[src/rtl/opu_pkg.sv]
package opu_pkg;
  localparam logic [3:0] OPC_ADD = 4'b0001;
  localparam logic [3:0] OPC_AND = 4'b0101;
  localparam logic [3:0] OPC_NOT = 4'b1001;

  typedef enum logic [1:0] {
    OPK_NONE = 2'd0,
    OPK_ADD  = 2'd1,
    OPK_AND  = 2'd2,
    OPK_NOT  = 2'd3
  } op_kind_t;

  localparam int unsigned FLAG_W = 3;
  localparam logic [FLAG_W-1:0] CC_NEG  = 3'b100;
  localparam logic [FLAG_W-1:0] CC_ZERO = 3'b010;
  localparam logic [FLAG_W-1:0] CC_POS  = 3'b001;
endpackage

[src/rtl/opu_decode.sv]
module opu_decode
  import opu_pkg::*;
#(
  parameter int unsigned DATA_W = 16,
  parameter int unsigned IMM_W  = 5,
  parameter int unsigned IDX_W  = 3
) (
  input  logic [15:0]       instr,
  output op_kind_t          kind,
  output logic              use_imm,
  output logic [DATA_W-1:0] imm_ext,
  output logic [IDX_W-1:0]  dst,
  output logic [IDX_W-1:0]  sr1,
  output logic [IDX_W-1:0]  sr2
);
  localparam int unsigned PAD_W = DATA_W - IMM_W;

  logic [3:0] opc;
  logic       reg_form_ok;
  logic       cpl_form_ok;

  assign opc         = instr[15:12];
  assign use_imm     = instr[5];
  assign reg_form_ok = instr[5] | (instr[4:3] == 2'b00);
  assign cpl_form_ok = (instr[5:0] == 6'b111111);
  assign imm_ext     = {{PAD_W{instr[IMM_W-1]}}, instr[IMM_W-1:0]};
  assign dst         = instr[11:9];
  assign sr1         = instr[8:6];
  assign sr2         = instr[2:0];

  always_comb begin
    kind = OPK_NONE;
    unique case (opc)
      OPC_ADD: if (reg_form_ok) kind = OPK_ADD;
      OPC_AND: if (reg_form_ok) kind = OPK_AND;
      OPC_NOT: if (cpl_form_ok) kind = OPK_NOT;
      default: kind = OPK_NONE;
    endcase
  end
endmodule

[src/rtl/opu_datapath.sv]
module opu_datapath
  import opu_pkg::*;
#(
  parameter int unsigned DATA_W = 16
) (
  input  op_kind_t          kind,
  input  logic              use_imm,
  input  logic [DATA_W-1:0] a,
  input  logic [DATA_W-1:0] b,
  input  logic [DATA_W-1:0] imm,
  output logic [DATA_W-1:0] y
);
  logic [DATA_W-1:0] opnd2;

  assign opnd2 = use_imm ? imm : b;

  always_comb begin
    unique case (kind)
      OPK_ADD: y = a + opnd2;
      OPK_AND: y = a & opnd2;
      OPK_NOT: y = ~a;
      default: y = '0;
    endcase
  end
endmodule

[src/rtl/opu_flags.sv]
module opu_flags
  import opu_pkg::*;
#(
  parameter int unsigned DATA_W = 16
) (
  input  logic              clk,
  input  logic              rst_n,
  input  logic              upd,
  input  logic [DATA_W-1:0] y,
  output logic [FLAG_W-1:0] nzp
);
  logic [FLAG_W-1:0] nzp_next;

  always_comb begin
    if (y[DATA_W-1])     nzp_next = CC_NEG;
    else if (y == '0)    nzp_next = CC_ZERO;
    else                 nzp_next = CC_POS;
  end

  always_ff @(posedge clk or negedge rst_n) begin
    if (!rst_n)   nzp <= CC_ZERO;
    else if (upd) nzp <= nzp_next;
  end
endmodule

[src/rtl/opu_core.sv]
module opu_core
  import opu_pkg::*;
#(
  parameter int unsigned DATA_W = 16,
  parameter int unsigned IMM_W  = 5,
  parameter int unsigned IDX_W  = 3
) (
  input  logic              clk,
  input  logic              rst_n,
  input  logic              in_valid,
  output logic              in_ready,
  input  logic [15:0]       instr,
  input  logic [DATA_W-1:0] src_a,
  input  logic [DATA_W-1:0] src_b,
  output logic [IDX_W-1:0]  sr1_idx,
  output logic [IDX_W-1:0]  sr2_idx,
  output logic              out_valid,
  input  logic              out_ready,
  output logic [DATA_W-1:0] result,
  output logic [IDX_W-1:0]  dst_idx,
  output logic              wr_en,
  output logic [2:0]        cc_nzp
);
  op_kind_t          kind;
  logic              use_imm;
  logic [DATA_W-1:0] imm_ext;
  logic              xfer;

  opu_decode #(.DATA_W(DATA_W), .IMM_W(IMM_W), .IDX_W(IDX_W)) u_dec (
    .instr   (instr),
    .kind    (kind),
    .use_imm (use_imm),
    .imm_ext (imm_ext),
    .dst     (dst_idx),
    .sr1     (sr1_idx),
    .sr2     (sr2_idx)
  );

  opu_datapath #(.DATA_W(DATA_W)) u_dp (
    .kind    (kind),
    .use_imm (use_imm),
    .a       (src_a),
    .b       (src_b),
    .imm     (imm_ext),
    .y       (result)
  );

  assign in_ready  = out_ready;
  assign out_valid = in_valid;
  assign wr_en     = in_valid && (kind != OPK_NONE);
  assign xfer      = wr_en && out_ready;

  opu_flags #(.DATA_W(DATA_W)) u_cc (
    .clk   (clk),
    .rst_n (rst_n),
    .upd   (xfer),
    .y     (result),
    .nzp   (cc_nzp)
  );
endmodule

[config.mk]
export PLATFORM = sky130hd
export DESIGN_NAME = opu_core
export DESIGN_NICKNAME = d
export VERILOG_FILES = /design/src/rtl/opu_pkg.sv /design/src/rtl/opu_decode.sv /design/src/rtl/opu_datapath.sv /design/src/rtl/opu_flags.sv /design/src/rtl/opu_core.sv
export SDC_FILE = /design/constraint.sdc
export NUM_CORES = 1
export LEC_CHECK = 0
export BUFFER_PORTS_ARGS = -buffer_cell sky130_fd_sc_hd__buf_2
export CAP_MARGIN = 15
export CORE_UTILIZATION = 45
export CTS_CLUSTER_SIZE = 8
export DETAILED_ROUTE_END_ITERATION = 7
export HOLD_SLACK_MARGIN = 0.03
export PLACE_DENSITY_LB_ADDON = 0.25
export SLEW_MARGIN = 10
export SYNTH_ARGS = -nofsm -noshare
export SYNTH_HDL_FRONTEND = slang
export SYNTH_SLANG_ARGS = --single-unit
[constraint.sdc]
create_clock -name clk -period 5.5 [get_ports clk]
set_input_delay 0.55 -clock clk [delete_from_list [all_inputs] [get_ports clk]]
set_output_delay 0.55 -clock clk [all_outputs]
set_load 0.1 [all_outputs]
# Word-level counts from Yosys, hierarchy flattened
# Cells that the tools add are included.
op_classes:
  n_addsub: 1
  eq_ne: 7
  mux: 8
  bitwise_logic: 3
  n_reduce_logical: 5
ops:
  columns: ["op", "count"]
  rows:
  - ["$pmux W16 S3", 1]
  - ["$add A16 B16 Y16", 1]
  - ["$and A16 B16 Y16", 1]
  - ["$logic_not A16 Y1", 1]
  - ["$mux W16", 1]
  - ["$not A16 Y16", 1]
  - ["$eq A6 B6 Y1 const B", 1]
  - ["$mux W2", 3]
  - ["$pmux W2 S3", 1]
  - ["$eq A2 B2 Y1 const B", 2]
  - ["$eq A4 B1 Y1 const B", 1]
  - ["$eq A4 B3 Y1 const B", 1]
  - ["$eq A4 B4 Y1 const B", 1]
  - ["$mux W3", 1]
  - ["$eq A2 B1 Y1 const B", 1]
  - ["$logic_and A1 B1 Y1", 2]
  - ["$logic_not A2 Y1", 1]
  - ["$reduce_bool A2 Y1", 1]
  - ["$mux W1", 1]
  - ["$or A1 B1 Y1", 1]
word_totals:
  elab_cells: 25
  output_inout_bits: 31
  input_bits: 52
  reg_bits: 3

# Longest topological paths before layout
logic_depth:
  depth_word: 9
  depth_mapped: 13
  depth_no_buf: 11

# Cells and area by module
# Synthesis repeated with hierarchy kept, for this count alone.
hier_totals:
  hier_cells: 248
  area_unflattened_um2: 1849.3
by_module_without_submodules:
  columns: ["mod", "cells_each", "area_each_um2", "instances", "seq_area_each_um2"]
  rows:
  - ["opu_datapath", 195, 1376.3, 1, 0.0]
  - ["opu_decode", 34, 255.2, 1, 0.0]
  - ["opu_flags", 15, 185.2, 1, 76.3]
  - ["opu_core", 4, 32.5, 1, 0.0]

# Worst setup path after synthesis
# Ideal clock, no wire load.
synth_path:
  path_kind: "input-to-reg"
  startpoint: "in instr[5]"
  endpoint: "reg u_cc.nzp[0]"
  required_ns: 5.421
  setup_ns: 0.079
  path_stages: 11
  slack_ns: 0.610
  n_path_buf: 1
  arrival_time_ns: 4.811
  cell_sequence: "buf_2 mux2_2 ha_1 a21o_1 a31oi_1 a21oi_1 o21a_1 o31ai_1 nor4_1 nand4bb_1 a2bb2oi_1"
synth_via:
  elab_chain_len: 8
  elab_cells_between_ends: 19
  classes_between: "add/sub: 1; eq/ne: 4; mux: 8; bitwise: 2; reduce/logical: 4"
synth_lines:
  columns: ["item", "line_no", "rtl"]
  rows:
  - ["start, declared", "opu_core.sv:12", "input logic [15:0] instr,"]
  - ["branches (longest 4 deep; another with $add A16 B16 Y16)", null, null]
  - ["$pmux W16 S3 (*)", "opu_datapath.sv:18", "unique case (kind)"]
  - ["named net result[7]", "opu_core.sv:19", "output logic [DATA_W-1:0] result,"]
  - ["$logic_not A16 Y1 (*)", "opu_flags.sv:16", "else if (y == '0) nzp_next = CC_ZERO;"]
  - ["$mux W2 (*)", "opu_flags.sv:16", null]
  - ["$mux W3 (*)", "opu_flags.sv:15", "if (y[DATA_W-1]) nzp_next = CC_NEG;"]
  - ["end signal, assigned", "opu_flags.sv:22", "else if (upd) nzp <= nzp_next;"]
  - ["end, declared", "opu_flags.sv:10", "output logic [FLAG_W-1:0] nzp"]
# Mark *: on every way through the listed nets, which the timed path passes.
# A chain may end at the register's enable or synchronous reset.

# Worst setup path after layout
layout_path:
  startpoint: "in instr[5]"
  endpoint: "out result[12]"
layout_via:
  elab_chain_len: 5
  elab_cells_between_ends: 13
  classes_between: "add/sub: 1; eq/ne: 4; mux: 6; bitwise: 2"
layout_lines:
  columns: ["item", "line_no"]
  rows:
  - ["branches (longest 4 deep; another with $add A16 B16 Y16)", null]
  - ["$pmux W16 S3 (*)", "opu_datapath.sv:18"]
  - ["end, declared", "opu_core.sv:19"]
# Every way passes the cells marked *.

==> reports/summary.log <==
INFO  drt            drt_iter0_drc=82
INFO  power          pwr-share-clk=12.3%
INFO  drt            wire_per_inst=13.7um
INFO  sta            setup_viol=0
INFO  finish         finish.instance_area=0.00190mm2
INFO  setup_path     cp.arrival=3.63ns
INFO  yosys          yosys_warnings=0
INFO  setup_path     path_class=in2out
INFO  sta            worstMarginPinSlew=1.04ns
INFO  yosys          synthesis.instances=220
INFO  power          p_leak=0.998nW
INFO  finish         nets=345
INFO  drt            vias=1,842
INFO  global_route   pin_count_of_the_biggest_net_entering_global_routing=20
INFO  clock_network  max-clock-path-buffers=2
INFO  yosys          synth_ff_type=sky130_fd_sc_hd__dfrtp_1
INFO  drt            postRouteWirelength=4400um
INFO  setup_path     timing.critical_path.fanout_max=19
INFO  sta            totalNegativeSetupSlack=0ns
INFO  clock_network  path_clk_slew=0.03ns
INFO  setup_path     startpoint_class_of_the_critical_path=input port
INFO  yosys          synth_seq_area_share=4.85%
INFO  global_route   grt_util_all_layers=22.9%
INFO  yosys          mappedNetlistArea=0.00157mm2
INFO  global_route   globalRoute.totalOverflow=0
INFO  power          pwr-share-comb=78.2%
INFO  clock_network  clock_tree_from_tritoncts=built
INFO  finish         diodes=0
INFO  setup_path     setup.reg_to_reg.worst_slack=4.75ns
INFO  yosys          number_of_enable_flip_flop_cells_after_synthesis=0
INFO  die            chipHeight=61.1um
INFO  sta            fmax=239MHz
INFO  clock_network  h-tree-depth=1
INFO  sta            finalHoldViolations=0
INFO  place          place_area=0.00187mm2
INFO  global_route   global_route_wire_length_before_repair=6480um
INFO  clock_network  clock_sinks=3
INFO  power          max-vdd-ir-drop=56.1uV
INFO  place          port_buffers=70
INFO  clock_network  cts-buffers-inserted=3
INFO  yosys          syn_nets=289
INFO  sta            final_max_slew_viol_count=0
INFO  yosys          async_reset_ff_share=100%
INFO  power          switching_share=57.5%
INFO  finish         syn_to_final_growth=20.7%
INFO  die            pin_count=83
INFO  setup_path     worst_setup_path_end_kind=output port
INFO  setup_path     worst_ep_required_time=4.95ns
INFO  power          power_frac_seq=9.5%
INFO  place          dpl.hpwl=3540um
INFO  die            num_rows=21
INFO  outcome        run_status=complete, no violations
INFO  sta            timing.max_slew.rel_slack=29.8%
INFO  sta            min_period_over_period=75.9%
INFO  global_route   grt_antenna_before_repair=0
INFO  global_route   vias_in_the_first_global_route=1,462
INFO  sta            fin_worst_skew=0ns
INFO  die            dieArea=0.00374mm2
INFO  finish         largest_reg_flops=3
INFO  finish         final-instance-count-excl-fill=321
INFO  finish         fillers=350
INFO  finish         top_regs=u_cc.nzp: 3 flops
INFO  power          p_sw=0.179mW
INFO  place          gpl.final_weighted_congestion=0.877
INFO  clock_network  cts_setup_buffers=0
INFO  drt            drt_pass_1_iters=4
INFO  finish         top_register_by_number_of_flip_flops=u_cc.nzp
INFO  sta            timing.final.crit_period=4.18ns
INFO  die            design.core.area=0.00334mm2
INFO  power          totalPowerFinal=0.311mW
INFO  clock_network  clock_latency=0.23ns
INFO  drt            detail_route.drc_violations=0
INFO  clock_network  ctsRootBufferMaster=sky130_fd_sc_hd__clkbuf_4
INFO  yosys          synthesis.area_per_instance=7.15um2
INFO  die            initial_core_util=47.1%
INFO  sta            grt_setup_unrepaired=false
INFO  die            fp.dieW=61.1um
INFO  clock_network  post_cts_hold_buffer_count=0
INFO  clock_network  post_cts_sizing_count=0
INFO  power          internal_power=0.132mW
INFO  job            drv_cap=0
INFO  sta            worst_hold_slack=0.104ns
INFO  drt            number_of_nets_still_failing_antenna_checks_after_routing=0
INFO  drt            route.detailed.vias_per_inst=5.74
INFO  yosys          ys_types=55
INFO  power          pwr_density_cell=164mW/mm2
INFO  yosys          synth-seq-cells=3
INFO  min_path       hold_wc_path_type=in2async
INFO  place          placed_cells_incl_taps=317
INFO  finish         drive_above_1_share=32.0%
-- synth_stat cells (3+ instances only) --
library cell / number / area share, %
sky130_fd_sc_hd__a211oi_1: 3 / 1.4
sky130_fd_sc_hd__inv_1: 14 / 3.3
sky130_fd_sc_hd__and3_1: 3 / 1.2
sky130_fd_sc_hd__o21ai_0: 19 / 6.0
sky130_fd_sc_hd__clkbuf_1: 6 / 1.4
sky130_fd_sc_hd__a31oi_1: 3 / 1.2
sky130_fd_sc_hd__nor3_1: 3 / 0.95
sky130_fd_sc_hd__xor2_1: 7 / 3.9
sky130_fd_sc_hd__a21oi_1: 15 / 4.8
sky130_fd_sc_hd__nor3b_1: 3 / 1.4
sky130_fd_sc_hd__or4_1: 3 / 1.4
sky130_fd_sc_hd__nand2b_1: 4 / 1.6
sky130_fd_sc_hd__o221ai_1: 8 / 4.5
sky130_fd_sc_hd__nand2_1: 24 / 5.7
sky130_fd_sc_hd__nor2_1: 5 / 1.2
sky130_fd_sc_hd__a21o_1: 7 / 3.3
sky130_fd_sc_hd__ha_1: 16 / 13
sky130_fd_sc_hd__buf_4: 12 / 5.7
sky130_fd_sc_hd__or3_1: 6 / 2.4
sky130_fd_sc_hd__nand3_1: 7 / 2.2
sky130_fd_sc_hd__a2bb2oi_1: 3 / 1.7
sky130_fd_sc_hd__mux2_2: 4 / 2.9
sky130_fd_sc_hd__o31ai_1: 5 / 2.4
-- metal layers --
metal	GRT usage (%)	vias to the layer above	wire length (um)
met4	6.17	0	28
met2	36.2	81	1980
met5	0	-	0
met3	1.68	6	316
li1	-	939	-
met1	33.3	816	2070
-- worst max-delay path, stage by stage --
cell                       delay [ns]
sky130_fd_sc_hd__buf_2           0.28
sky130_fd_sc_hd__mux2_2          0.39
sky130_fd_sc_hd__ha_1            0.23
sky130_fd_sc_hd__fa_1            0.42
sky130_fd_sc_hd__a21o_1          0.22
sky130_fd_sc_hd__a221oi_4        0.40
sky130_fd_sc_hd__o221ai_1        0.18
sky130_fd_sc_hd__a21oi_1         0.20
sky130_fd_sc_hd__xor2_1          0.08
sky130_fd_sc_hd__o221ai_1        0.18
sky130_fd_sc_hd__buf_2           0.48
-- layout make-up --
cell class	instances	area [um2]	area share (%)
timing repair buffer	71	358	18.9
multi-input combinational	183	1330	69.9
clock buffer	4	26.3	1.38
inverter	14	52.6	2.77
sequential	3	76.3	4.02
tap	46	57.6	3.03
-- power by group through the flow --
stage	Clock [mW]	Combinational, mW	Sequential [mW]
2_1_floorplan	0	0.182	0.0623
3_3_place_gp	0	0.239	0.0299
3_5_place_dp	0	0.241	0.0300
4_1_cts	0.0396	0.242	0.0298
5_1_grt	0.0411	0.263	0.0303
6_report	0.0382	0.243	0.0297
-- final timing paths --
path                                   from     endpoint  cells after the start
min in group clk                u_cc.nzp[1]  u_cc.nzp[1]                      2
worst max-delay path               instr[5]   result[12]                     11
worst min register to register  u_cc.nzp[1]  u_cc.nzp[1]                      2
worst max register to register  u_cc.nzp[0]  u_cc.nzp[0]                      3
max in group asynchronous             rst_n  u_cc.nzp[1]                      1
worst min-delay path                  rst_n  u_cc.nzp[2]                      1
-- metrics by stage --
| stage | utilization, % | setup slack [ns] |
|---|---|---|
| after floorplan | - | 0.610 |
| after global placement | 56.1 | 1.33 |
| after detailed placement | 56.1 | 1.28 |
| after CTS | 56.9 | 1.33 |
| after global routing | 56.9 | 1.08 |
| final | 56.9 | 1.32 |
-- kinds of logic (layout without fill, tap and decap cells) --
logic type	after synthesis	after routing	share of synthesized area, %
fa+ha+maj	17	17	14.0
flops	3	3	4.85
buf+inv	34	89	11.1
mux	6	6	4.14
simple gates	74	74	26.9
xor+xnor	8	8	4.46
compound gates	78	78	34.5
-- placed cells by master, fill, tap and decap left out, types with 2 or more instances in the layout --
master	Yosys	layout
sky130_fd_sc_hd__a211oi_1	3	3
sky130_fd_sc_hd__a21oi_1	15	15
sky130_fd_sc_hd__nor4_1	2	2
sky130_fd_sc_hd__o21ai_0	19	19
sky130_fd_sc_hd__and3_1	3	3
sky130_fd_sc_hd__nand2b_1	4	4
sky130_fd_sc_hd__a21o_1	7	7
sky130_fd_sc_hd__nor3b_1	3	3
sky130_fd_sc_hd__o22ai_1	2	2
sky130_fd_sc_hd__a2bb2oi_1	3	3
sky130_fd_sc_hd__xor2_1	7	7
sky130_fd_sc_hd__nand2_1	24	24
sky130_fd_sc_hd__a211o_1	2	2
sky130_fd_sc_hd__mux2i_1	2	2
sky130_fd_sc_hd__nand4_1	2	2
sky130_fd_sc_hd__clkbuf_4	0	3
sky130_fd_sc_hd__buf_2	1	70
sky130_fd_sc_hd__inv_1	14	14
sky130_fd_sc_hd__o221ai_1	8	8
sky130_fd_sc_hd__mux2_2	4	4
sky130_fd_sc_hd__nor2_1	5	5
sky130_fd_sc_hd__or3_1	6	6
sky130_fd_sc_hd__nor3_1	3	3
sky130_fd_sc_hd__nand3_1	7	7
sky130_fd_sc_hd__a31oi_1	3	3
sky130_fd_sc_hd__o21a_1	2	2
sky130_fd_sc_hd__o31ai_1	5	5
sky130_fd_sc_hd__ha_1	16	16
sky130_fd_sc_hd__or4_1	3	3
sky130_fd_sc_hd__dfrtp_1	2	2
(Power assumes the default switching activity.)
